==> config.mk <==
export PLATFORM = sky130hd
export DESIGN_NAME = sysctl_irq_status
export DESIGN_NICKNAME = d
export VERILOG_FILES = /design/src/rtl/sysirq_pkg.sv /design/src/rtl/sysirq_raw_capture.sv /design/src/rtl/sysirq_cfg_regs.sv /design/src/rtl/sysirq_read_mux.sv /design/src/rtl/sysctl_irq_status.sv
export SDC_FILE = /design/constraint.sdc
export NUM_CORES = 1
export LEC_CHECK = 0
export ABC_AREA = 1
export BUFFER_PORTS_ARGS = -buffer_cell sky130_fd_sc_hd__buf_2
export CAP_MARGIN = 20
export CORE_MARGIN = 4
export CORE_UTILIZATION = 42
export CTS_CLUSTER_SIZE = 14
export DETAILED_ROUTE_END_ITERATION = 6
export PLACE_DENSITY = 0.75
export SLEW_MARGIN = 20
export SYNTH_ARGS = -nofsm -noshare
export SYNTH_HDL_FRONTEND = slang
export SYNTH_HIERARCHICAL = 1
export SYNTH_SLANG_ARGS = --single-unit
==> constraint.sdc <==
create_clock -name clk -period 1.27 [get_ports clk]
set_input_delay 0.254 -clock clk [delete_from_list [all_inputs] [get_ports clk]]
set_output_delay 0.254 -clock clk [all_outputs]
set_load 0.005 [all_outputs]
==> src/rtl/sysirq_pkg.sv <==
package sysirq_pkg;
  localparam int NUM_EVT   = 7;
  localparam int DATA_W    = 32;
  localparam int ADDR_W    = 12;
  localparam int OFS_CTRL  = 'h030;
  localparam int OFS_RAW   = 'h050;
  localparam int OFS_EN    = 'h054;
  localparam int OFS_MSK   = 'h058;
  localparam int BIT_BOR   = 1;   // brown-out event position
  localparam int BIT_ROUTE = 1;   // routing bit position in control register
endpackage

==> src/rtl/sysirq_raw_capture.sv <==
module sysirq_raw_capture #(
  parameter int N = 7
) (
  input  logic         clk,
  input  logic         rst,
  input  logic [N-1:0] evt,
  input  logic [N-1:0] clr,
  output logic [N-1:0] raw
);
  for (genvar i = 0; i < N; i++) begin : g_bit
    always_ff @(posedge clk) begin
      if (rst)         raw[i] <= 1'b0;
      else if (evt[i]) raw[i] <= 1'b1;   // set has priority
      else if (clr[i]) raw[i] <= 1'b0;
    end
  end
endmodule

==> src/rtl/sysirq_cfg_regs.sv <==
module sysirq_cfg_regs #(
  parameter int N         = 7,
  parameter int AW        = 12,
  parameter int EN_OFS    = 'h054,
  parameter int CTRL_OFS  = 'h030,
  parameter int ROUTE_BIT = 1
) (
  input  logic         clk,
  input  logic         rst,
  input  logic         we,
  input  logic [AW-1:0] addr,
  input  logic [N-1:0] wbits,
  output logic [N-1:0] en_q,
  output logic         route_q
);
  localparam logic [AW-1:0] A_EN   = AW'(EN_OFS);
  localparam logic [AW-1:0] A_CTRL = AW'(CTRL_OFS);

  always_ff @(posedge clk) begin
    if (rst) begin
      en_q    <= '0;
      route_q <= 1'b0;
    end else if (we) begin
      if (addr == A_EN)   en_q    <= wbits;
      if (addr == A_CTRL) route_q <= wbits[ROUTE_BIT];
    end
  end
endmodule

==> src/rtl/sysirq_read_mux.sv <==
module sysirq_read_mux #(
  parameter int N         = 7,
  parameter int DW        = 32,
  parameter int AW        = 12,
  parameter int RAW_OFS   = 'h050,
  parameter int EN_OFS    = 'h054,
  parameter int MSK_OFS   = 'h058,
  parameter int CTRL_OFS  = 'h030,
  parameter int ROUTE_BIT = 1
) (
  input  logic          clk,
  input  logic          rst,
  input  logic [AW-1:0] addr,
  input  logic [N-1:0]  raw,
  input  logic [N-1:0]  en,
  input  logic [N-1:0]  masked,
  input  logic          route,
  output logic [DW-1:0] rdata
);
  localparam logic [AW-1:0] A_RAW  = AW'(RAW_OFS);
  localparam logic [AW-1:0] A_EN   = AW'(EN_OFS);
  localparam logic [AW-1:0] A_MSK  = AW'(MSK_OFS);
  localparam logic [AW-1:0] A_CTRL = AW'(CTRL_OFS);

  logic [DW-1:0] sel;
  always_comb begin
    sel = '0;
    unique case (addr)
      A_RAW:   sel[N-1:0] = raw;
      A_EN:    sel[N-1:0] = en;
      A_MSK:   sel[N-1:0] = masked;
      A_CTRL:  sel[ROUTE_BIT] = route;
      default: sel = '0;
    endcase
  end

  always_ff @(posedge clk) begin
    if (rst) rdata <= '0;
    else     rdata <= sel;
  end
endmodule

==> src/rtl/sysctl_irq_status.sv <==
module sysctl_irq_status
  import sysirq_pkg::*;
#(
  parameter int N  = NUM_EVT,
  parameter int DW = DATA_W,
  parameter int AW = ADDR_W
) (
  input  logic          clk,
  input  logic          rst,
  input  logic [N-1:0]  evt,
  input  logic [AW-1:0] addr,
  input  logic          we,
  input  logic [DW-1:0] wdata,
  output logic [DW-1:0] rdata,
  output logic          irq
);
  localparam logic [AW-1:0] A_MSK = AW'(OFS_MSK);

  logic [N-1:0] raw_q, en_q, clr_v, masked_v, supp_v;
  logic         route_q;
  logic         unused_wdata_hi;

  assign unused_wdata_hi = ^wdata[DW-1:N];
  assign clr_v = (we && addr == A_MSK) ? wdata[N-1:0] : '0;

  sysirq_raw_capture #(.N(N)) u_raw (
    .clk(clk), .rst(rst), .evt(evt), .clr(clr_v), .raw(raw_q)
  );

  sysirq_cfg_regs #(
    .N(N), .AW(AW), .EN_OFS(OFS_EN), .CTRL_OFS(OFS_CTRL), .ROUTE_BIT(BIT_ROUTE)
  ) u_cfg (
    .clk(clk), .rst(rst), .we(we), .addr(addr), .wbits(wdata[N-1:0]),
    .en_q(en_q), .route_q(route_q)
  );

  always_comb begin
    supp_v          = '0;
    supp_v[BIT_BOR] = route_q;
    masked_v        = raw_q & en_q & ~supp_v;
  end

  sysirq_read_mux #(
    .N(N), .DW(DW), .AW(AW), .RAW_OFS(OFS_RAW), .EN_OFS(OFS_EN),
    .MSK_OFS(OFS_MSK), .CTRL_OFS(OFS_CTRL), .ROUTE_BIT(BIT_ROUTE)
  ) u_rd (
    .clk(clk), .rst(rst), .addr(addr), .raw(raw_q), .en(en_q),
    .masked(masked_v), .route(route_q), .rdata(rdata)
  );

  always_ff @(posedge clk) begin
    if (rst) irq <= 1'b0;
    else     irq <= |masked_v;
  end
endmodule

==> results.yml, run 1 <==
sta:
  post-route-min-period_ps: 978.3
  rsz0062_at_grt: "no"
  period_share_pct: 77.03
  setup_viol: 0
  hold_ws_ps: 223.9
  slew_violations: 0
  finalSetupTns_ps: 0
  hold_viol: 0
  timing.fmax_mhz: 1022
  clock_skew_ps: 2.642
critical_path:
  crit_fanout: 19
  worstSetupEndpointType: "flip-flop"
  critical_path.startpoint_type: "input port"
  crit_slowest_cell: "nor2_4"
  reg2regPathDepth: 6
  criticalPathCategory: "input port to flip-flop"
  r2r_start: "u_raw/raw[1]"
  cp_data_required_time_ps: 1480
  r2r-end: "u_rd/rdata[1]"
  path_common_cell: "nand3_1"
  critPathMaxStageDelay_ps: 180
  arrival_ps: 1180
  r2r_slack_ps: 330
  path_cells: "buf_2 > nor2_2 > nand2_2 > nor2_4 > buf_12 > nand3_1 > nand3_1 > nand2_1 > inv_1"
detailed_routing:
  drc: 0
  num_vias: 1510
  first_pass_iters: 4
  wl_met3_um: 237
  drt_iter0_drc: 147
  via_per_inst: 4.230
  top_layer: "met4"
  drt-met1-wl_um: 1371
  routed_wl_um: 3254
  met2_length_um: 1614
  ant_nets: 0
  wl_per_cell_um: 9.115
place:
  dp_hpwl_um: 2727
  place.gp.congestion: 0.8203
  dp_cells: 353
  io_buffer_count: 36
global_routing:
  grt_max_degree: 20
  track_usage_pct: 13.12
  grt_pass1_vias: 1279
  globalRouteOverflowTotal: 0
  grt_antenna_before_repair: 0
  grt_pass1_wl_um: 5492
synthesis:
  syn-cell-area_sq_mm: 0.001679
  async_reset_ff_share_pct: 0
  synthCells: 270
  yosysWarnings: 6
  yosys.area.top_type: "dfxtp_1"
  yosysSeqAreaShare_pct: 27.42
  avgSynthCellArea_sq_um: 6.219
  ys_types: 16
  synthFlopType: "dfxtp_1"
  synth.top_cells.by_count: "inv_1 (53), nand2_1 (52), nor2_1 (41), nand3_1 (37), buf_4 (25)"
  ys_ff_latch: 23
  synth.top_cell.area_share_pct: 27.42
  synth_edf_count: 0
  synth_area_leaders: "dfxtp_1 (27%), inv_1 (12%), nand2_1 (12%)"
  yosysMostFrequentCell: "inv_1"
run_status:
  outcome: "finished, final reports clean"
pwr:
  switching_share_pct: 25.46
  p_comb_share_pct: 14.6
  internal_power_uw: 1032
  clock_power_share_pct: 31.1
  vdd_ir_drop_max_mv: 0.4389
  power.density_mw_per_mm2: 739.5
  power_uw: 1384
  power.net_switching_uw: 352.4
  seqPwrFrac_pct: 54.3
  leakagePower_uw: 0.001083
clock_tree:
  cts-root-buf: "clkbuf_8"
  clkSinkCount: 23
  cts_setup_buffers: 0
  clk_pin_slew_ps: 70
  cts_hold_buf: 0
  htreeDepth: 1
  insertion_delay_ps: 250
  numCtsBuffers: 3
  ctsResizeCount: 0
  cts_tree: "built"
  clockBufferDepth: 2
floorplanning:
  initial_utilization_pct: 44.53
  dieArea_sq_mm: 0.005074
  fp.dieH_um: 71.23
  core_area_sq_mm: 0.003771
  pin_count: 87
  rows: 22
  die_w_um: 71.23
finish:
  area_delta_synth_final_pct: 11.48
  drive_gt1_share_pct: 21.68
  stdcell_count: 357
  multi_input_area_sq_um: 880.8
  final_core_util_pct: 49.64
  regArea_sq_um: 460.4
  antenna_cells: 0
  n_fill_cell: 378
  nets: 364
job:
  max_cap_viol_count: 0
hold_path:
  hold_path.class: "input port to flip-flop"
  min_to: "u_raw/raw[6]"
  min_from: "evt[6]"
  holdPathStages: 3
[registers in the layout, summed over array words and instances, names as in the netlist]
signal	count
u_raw/raw	7
u_cfg/en_q	7
u_cfg/route_q	1
u_rd/rdata	7
irq	1
[per-layer routing]
| layer | global-route usage, % | vias to the layer above |
|---|---|---|
| li1 | - | 832 |
| met3 | 3.226 | 2 |
| met4 | 3.132 | 0 |
| met5 | 0 | - |
| met2 | 22.45 | 47 |
| met1 | 16.54 | 629 |
[power groups by stage]
stage | registers, uW | logic, uW | clock network, uW
final | 751 | 202 | 431
after global routing | 754 | 233 | 495
after CTS | 751 | 201 | 449
after detailed placement | 768 | 200 | 0
after global placement | 767 | 197 | 0
after floorplan | 763 | 169 | 0
[stage by stage]
step | instance area, sq um | setup WS (ps)
floorplan | 1769 | 289.5
global placement | 1827 | 42.68
detailed placement | 1827 | 19.50
CTS | 1872 | 288.7
global route | 1872 | 161.5
finish | 1872 | 291.7
[logic make-up (layout without fill, tap and decap cells)]
family                 after synthesis  in the layout  synth area share, %
and+or+nand+nor                    151            151                43.89
DFF                                 23             23                27.42
buffers and inverters               85            100                25.48
other                                1             25               0.2233
AOI/OAI and AO/OA                   10             10                2.981
[area by class of cell]
class | count | share of cell area (%)
Clock buffer | 4 | 2.406
Inverter | 58 | 11.63
Multi-Input combinational cell | 186 | 47.06
Sequential cell | 23 | 24.60
Tap cell | 48 | 3.209
Timing Repair Buffer | 38 | 11.10
[how the worst max path moves through the flow]
stage,from,to,slack [ps]
after detailed placement,addr[11],u_rd/rdata[6],20
after CTS,addr[11],u_rd/rdata[6],290
after global placement,addr[11],u_rd/rdata[6],40
after global routing,addr[5],u_rd/rdata[6],160
final,addr[11],u_rd/rdata[5],290
after floorplan,addr[11],u_rd/rdata[6],290
[cells in the final DEF (no fill, tap or decap), types with 5 or more instances in the layout]
cell type  netlist  final
a21oi_1         10     10
buf_2            0     36
conb_1           1     25
dfxtp_1         23     23
inv_1           53     53
inv_2            5      5
nand2_1         52     52
nand3_1         37     37
nor2_1          41     41
nor2_2           6      6
nor2_4           7      7
[worst max-delay path, delay by kind of cell]
family / cells / cell delay (ps)
buffers and inverters: 3 / 320
AND/OR/NAND/NOR: 6 / 600
(Power assumes the default switching activity.)
==> run 2, diff against run 1 <==
CORE_UTILIZATION = 41   (was 42)
PLACE_DENSITY = 0.76   (was 0.75)
clock period = 0.8 ns   (was 1.27 ns; I/O delays follow)
==> results.yml, run 2 (same netlist as run 1, synthesis figures left out) <==
run_status:
  outcome: "finished, violations left"
  violations: "negative setup slack"
finish:
  final_cell_mix: "inv_1 (51), nand2_1 (42), nor2_1 (30)"
  final_common_cell: "inv_1"
  reg_top3: "u_cfg/en_q: 7 flops, u_raw/raw: 7 flops, u_rd/rdata: 7 flops"
  antenna_cells: 0
  area_delta_synth_final_pct: 32.34
  final_cell_area_sq_mm: 0.002222
  drive_gt1_share_pct: 40.81
  nets: 376
place:
  io_buffer_count: 36
  place.gp.congestion: 0.8151
  placed_area_sq_mm: 0.001939
  dp_hpwl_um: 2766
pwr:
  switching_share_pct: 27.65
  power.density_mw_per_mm2: 1073
  seqPwrFrac_pct: 50.4
  leakagePower_uw: 0.001193
  internal_power_uw: 1726
  power.net_switching_uw: 659.6
  p_comb_share_pct: 19.1
  vdd_ir_drop_max_mv: 0.8353
  clock_power_share_pct: 30.5
critical_path:
  critPathMaxStageDelay_ps: 180
  cp_top_family: "simple AND/OR/NAND/NOR gates"
  arrival_ps: 1080
  r2r_slack_ps: -30
  path_cells: "buf_8 > inv_2 > nor2_1 > nand2_1 > nor2_2 > nand2_4 > nor2_1 > inv_1 > nand2_2 > a21oi_2"
  worstSetupEndpointType: "flip-flop"
  path_common_cell: "nor2_1"
  cp_data_required_time_ps: 970
  path_buf_inv: 3
  critical_path.startpoint_type: "input port"
  crit_slowest_cell: "nor2_2"
  criticalPathCategory: "input port to flip-flop"
  crit_fanout: 7
sta:
  hold_viol: 0
  post-route-min-period_ps: 909.9
  slew_violations: 0
  setup_viol: 19
  period_share_pct: 113.7
  rsz0062_at_grt: "yes"
  finalSetupTns_ps: -817.1
  clock_skew_ps: 5.606
  finalWorstSetupSlack_ps: -109.9
  hold_ws_ps: 108.5
  timing.fmax_mhz: 1099
detailed_routing:
  routed_wl_um: 3717
  drt_iter0_drc: 74
  drc: 0
  first_pass_iters: 4
  via_per_inst: 4.352
  wl_per_cell_um: 10.07
  num_vias: 1606
  ant_nets: 0
clock_tree:
  clockBufferDepth: 2
  cts_hold_buf: 0
  cts_tree: "built"
  insertion_delay_ps: 270
  htreeDepth: 1
  numCtsBuffers: 3
  clk_pin_slew_ps: 80
  cts-root-buf: "clkbuf_8"
  clkSinkCount: 23
floorplanning:
  rows: 22
  core_area_sq_mm: 0.003799
  dieArea_sq_mm: 0.005183
  die_w_um: 72.00
  initial_utilization_pct: 44.20
  pin_count: 87
  fp.dieH_um: 72.00
global_routing:
  grt_pass1_wl_um: 5271
  track_usage_pct: 12.42
  grt_pass1_vias: 1229
  grt_max_degree: 22
  grt_antenna_before_repair: 0
  globalRouteOverflowTotal: 0
job:
  max_cap_viol_count: 0
hold_path:
  hold_path.class: "input port to flip-flop"
## run 2: cell types whose count changed in the layout (fill, tap and decap cells not counted), moves of 3 or more
cell,previous run,this run
dfxtp_2,0,15
dfxtp_1,23,8
nor2_1,41,30
buf_6,0,7
nor2_2,6,10
nor2_4,7,15
nand2_2,3,12
buf_2,36,24
nand2_1,52,42
buf_8,0,3
buf_4,1,14
nand3_2,3,14
nand3_1,37,26
## run 2: stage by stage
step                setup WS, ps  total power [uW]  utilization [%]  std cells
floorplan                 -70.22              1489                -        294
global placement          -281.7              1579            51.05        362
detailed placement        -302.0              1584            51.05        362
CTS                       -52.29              2331            53.23        367
global route              -206.9              2510            58.50        369
finish                    -109.9              2385            58.50        369
## run 2: power by group through the flow
stage | Combinational, uW | Sequential, uW | Clock, uW
2_1_floorplan | 277 | 1210 | 0
3_3_place_gp | 358 | 1220 | 0
3_5_place_dp | 364 | 1220 | 0
4_1_cts | 374 | 1200 | 760
5_1_grt | 507 | 1200 | 797
6_report | 456 | 1200 | 728
## run 2: what timing repair did
item | in CTS | in global routing
gates cloned | 0 | 1
setup endpoints to repair | 20 | 29
resized for setup | 16 | 61
pin swaps | 7 | 23
setup buffers | 1 | 1
## run 2: final timing paths
check                    start            to  cells after the start
hold reg to reg   u_raw/raw[5]  u_raw/raw[5]                      2
hold / removal          evt[1]  u_raw/raw[1]                      3
setup reg to reg  u_raw/raw[1]           irq                      4
setup / recovery       addr[6]  u_raw/raw[3]                     10
## run 2: routing by layer
layer	global-route usage [%]	vias to the layer above	share of wire, %
met1	15.56	681	42
li1	-	857	-
met5	0	-	0
met4	3.132	0	1.8
met2	21.53	62	49
met3	2.770	6	7.5
## run 2: layout make-up
class	instances	area, sq um
repair buffers	49	369.1
multi-input cells	187	1047
clock buffers	3	41.29
clock inverters	1	7.507
inverters	58	217.7
flip-flops and latches	23	479.2
fillers	359	1577
well taps	48	60.06
## run 2: worst min-delay path, delay by kind of cell
family	cells	cell delay, ps
buffers and inverters	2	130
AO/OA/AOI/OAI	1	50
==> run 3, diff against run 2 <==
ABC_AREA = not set   (was 1)
BUFFER_PORTS_ARGS = not set   (was -buffer_cell sky130_fd_sc_hd__buf_2)
CORE_UTILIZATION = 42   (was 41)
DONT_BUFFER_PORTS = 1   (was not set)
PLACE_DENSITY = not set   (was 0.76)
==> results.yml, run 3 <==
place:
  place.gp.congestion: 0.8425
  dp_cells: 220
  io_buffer_count: 0
  dp_hpwl_um: 2208
  dpl_worst_slack_ps: -650.6
critical_path:
  r2r_slack_ps: -310
  worstSetupEndpoint: "u_cfg/en_q[2]"
  cp-startpoint: "addr[3]"
  crit_fanout: 13
  criticalPathCategory: "input port to flip-flop"
  worstSetupEndpointType: "flip-flop"
  reg2regPathDepth: 4
  arrival_ps: 1370
  cp_data_required_time_ps: 1040
  r2r_start: "u_cfg/en_q[1]"
  r2r-end: "u_rd/rdata[1]"
  critical_path.startpoint_type: "input port"
hold_path:
  min_from: "rst"
  hold_path.class: "input port to flip-flop"
global_routing:
  track_usage_pct: 13.89
  globalRouteOverflowTotal: 0
  grt_antenna_before_repair: 0
  grt_max_degree: 16
  grt_pass1_wl_um: 4878
  grt_pass1_vias: 1088
sta:
  finalWorstSetupSlack_ps: -328.2
  post-route-min-period_ps: 1128
  tightest_slew_ps: 560.4
  rsz0062_at_grt: "yes"
  setup_viol: 31
  timing.fmax_mhz: 886.3
  period_share_pct: 141.0
  relSlewSlack_pct: 62.64
  clock_skew_ps: 1.808
  slew_violations: 0
  hold_viol: 0
detailed_routing:
  routed_wl_um: 3035
  drt-met1-wl_um: 1311
  top_layer: "met4"
  drt_iter0_drc: 57
  ant_nets: 0
  wl_per_cell_um: 12.54
  wl_met3_um: 240
  via_per_inst: 4.657
  first_pass_iters: 4
  drc: 0
  met2_length_um: 1443
  num_vias: 1127
finish:
  final_common_cell: "conb_1"
  area_delta_synth_final_pct: 25.21
  drive_gt1_share_pct: 44.39
  antenna_cells: 0
  reg_top3: "u_cfg/en_q: 7 flops, u_raw/raw: 7 flops, u_rd/rdata: 7 flops"
  stdcell_count: 242
  nets: 251
  final_cell_mix: "conb_1 (25), dfxtp_2 (22), nand2b_1 (16)"
  n_fill_cell: 301
synthesis:
  synthFlopType: "dfxtp_1"
  syn-cell-area_sq_mm: 0.001504
  yosysMostFrequentCell: "buf_4"
  yosys.area.top_type: "dfxtp_1"
  synth.top_cell.area_share_pct: 30.62
  synthCells: 167
  async_reset_ff_share_pct: 0
  ys_types: 34
  synth_edf_count: 0
  yosysSeqAreaShare_pct: 30.62
  synth.top_cells.by_count: "buf_4 (25), dfxtp_1 (23), and2_1 (19), nand2b_1 (16), mux2i_1 (14)"
  yosysWarnings: 6
  synth_area_leaders: "dfxtp_1 (31%), buf_4 (12%), mux2i_1 (9.3%)"
  avgSynthCellArea_sq_um: 9.006
  ys_ff_latch: 23
clock_tree:
  cts-root-buf: "clkbuf_4"
  htreeDepth: 1
  clkSinkCount: 23
  cts_tree: "built"
  clockBufferDepth: 2
  insertion_delay_ps: 300
  clk_pin_slew_ps: 130
  numCtsBuffers: 3
pwr:
  power.density_mw_per_mm2: 1093
  leakagePower_uw: 0.0007728
  vdd_ir_drop_max_mv: 0.5597
floorplanning:
  pin_count: 87
  initial_utilization_pct: 44.37
  die_w_um: 67.84
  core_area_sq_mm: 0.003390
  rows: 21
  dieArea_sq_mm: 0.004602
  fp.dieH_um: 67.84
job:
  max_cap_viol_count: 0
run_status:
  violations: "negative setup slack"
  outcome: "finished, violations left"
## run 3: timing repair
action                     CTS  global route
resized for setup           35            18
hold buffers                14             1
cloned                       0             0
setup endpoints to repair   24            31
pin swaps                   18            11
hold endpoints to repair    14             1
buffers inserted             1             2
## run 3: metrics by stage
| stage | utilization [%] | TNS (ps) | area, sq um | hold WS (ps) | power (uW) |
|---|---|---|---|---|---|
| after floorplan | - | -7618 | 1642 | 215.1 | 1507 |
| after global placement | 46.25 | -8481 | 1568 | 221.3 | 1443 |
| after detailed placement | 46.25 | -9050 | 1568 | 224.1 | 1446 |
| after CTS | 53.27 | -3917 | 1805 | 0.05226 | 2076 |
| after global routing | 55.56 | -4685 | 1883 | 4.612 | 2154 |
| final | 55.56 | -3562 | 1883 | 17.43 | 2057 |
## run 3: routing by layer
layer  track usage (%)  vias to the layer above
met2             24.54                       51
li1                  -                      563
met5                 0                        -
met4             4.963                        0
met1             17.00                      507
met3             2.135                        6
## run 3: cells by family (layout without fill, tap and decap cells)
logic type	Yosys count	count (layout)	share of synthesized area, %
muxes	15	15	10.07
other	1	25	0.2493
and+or+nand+nor	74	74	36.44
buffers and inverters	36	41	16.22
DFF	23	23	30.62
AOI/OAI and AO/OA	18	18	6.406
## run 3: critical path: stages
cell	delay, ps
or4b_4	560
nor4_4	280
buf_6	190
mux2i_1	180
## run 3: worst min-delay path by stage
stage	endpoint	depth (start not counted)	slack, ps
floorplan	u_raw/raw[1]	1	220
global placement	u_raw/raw[1]	1	220
detailed placement	u_raw/raw[1]	1	220
CTS	u_cfg/en_q[5]	2	0.05
global route	u_cfg/en_q[3]	2	5
finish	u_cfg/en_q[5]	2	20
## run 3: area by class of cell
type                            count  area [sq um]  share of cell area [%]
Clock buffer                        3         22.52                   1.196
Clock inverter                      1         5.005                  0.2658
Inverter                            8         30.03                   1.595
Multi-Input combinational cell    132          1015                   53.89
Sequential cell                    23         488.0                   25.91
Tap cell                           46         57.56                   3.056
Timing Repair Buffer               29         265.3                   14.09
## run 3: power breakdown
| part | switching, uW | internal, uW |
|---|---|---|
| logic | 138 | 187 |
| registers | 19.7 | 1170 |
| clock network | 352 | 186 |
| total | 510 | 1550 |
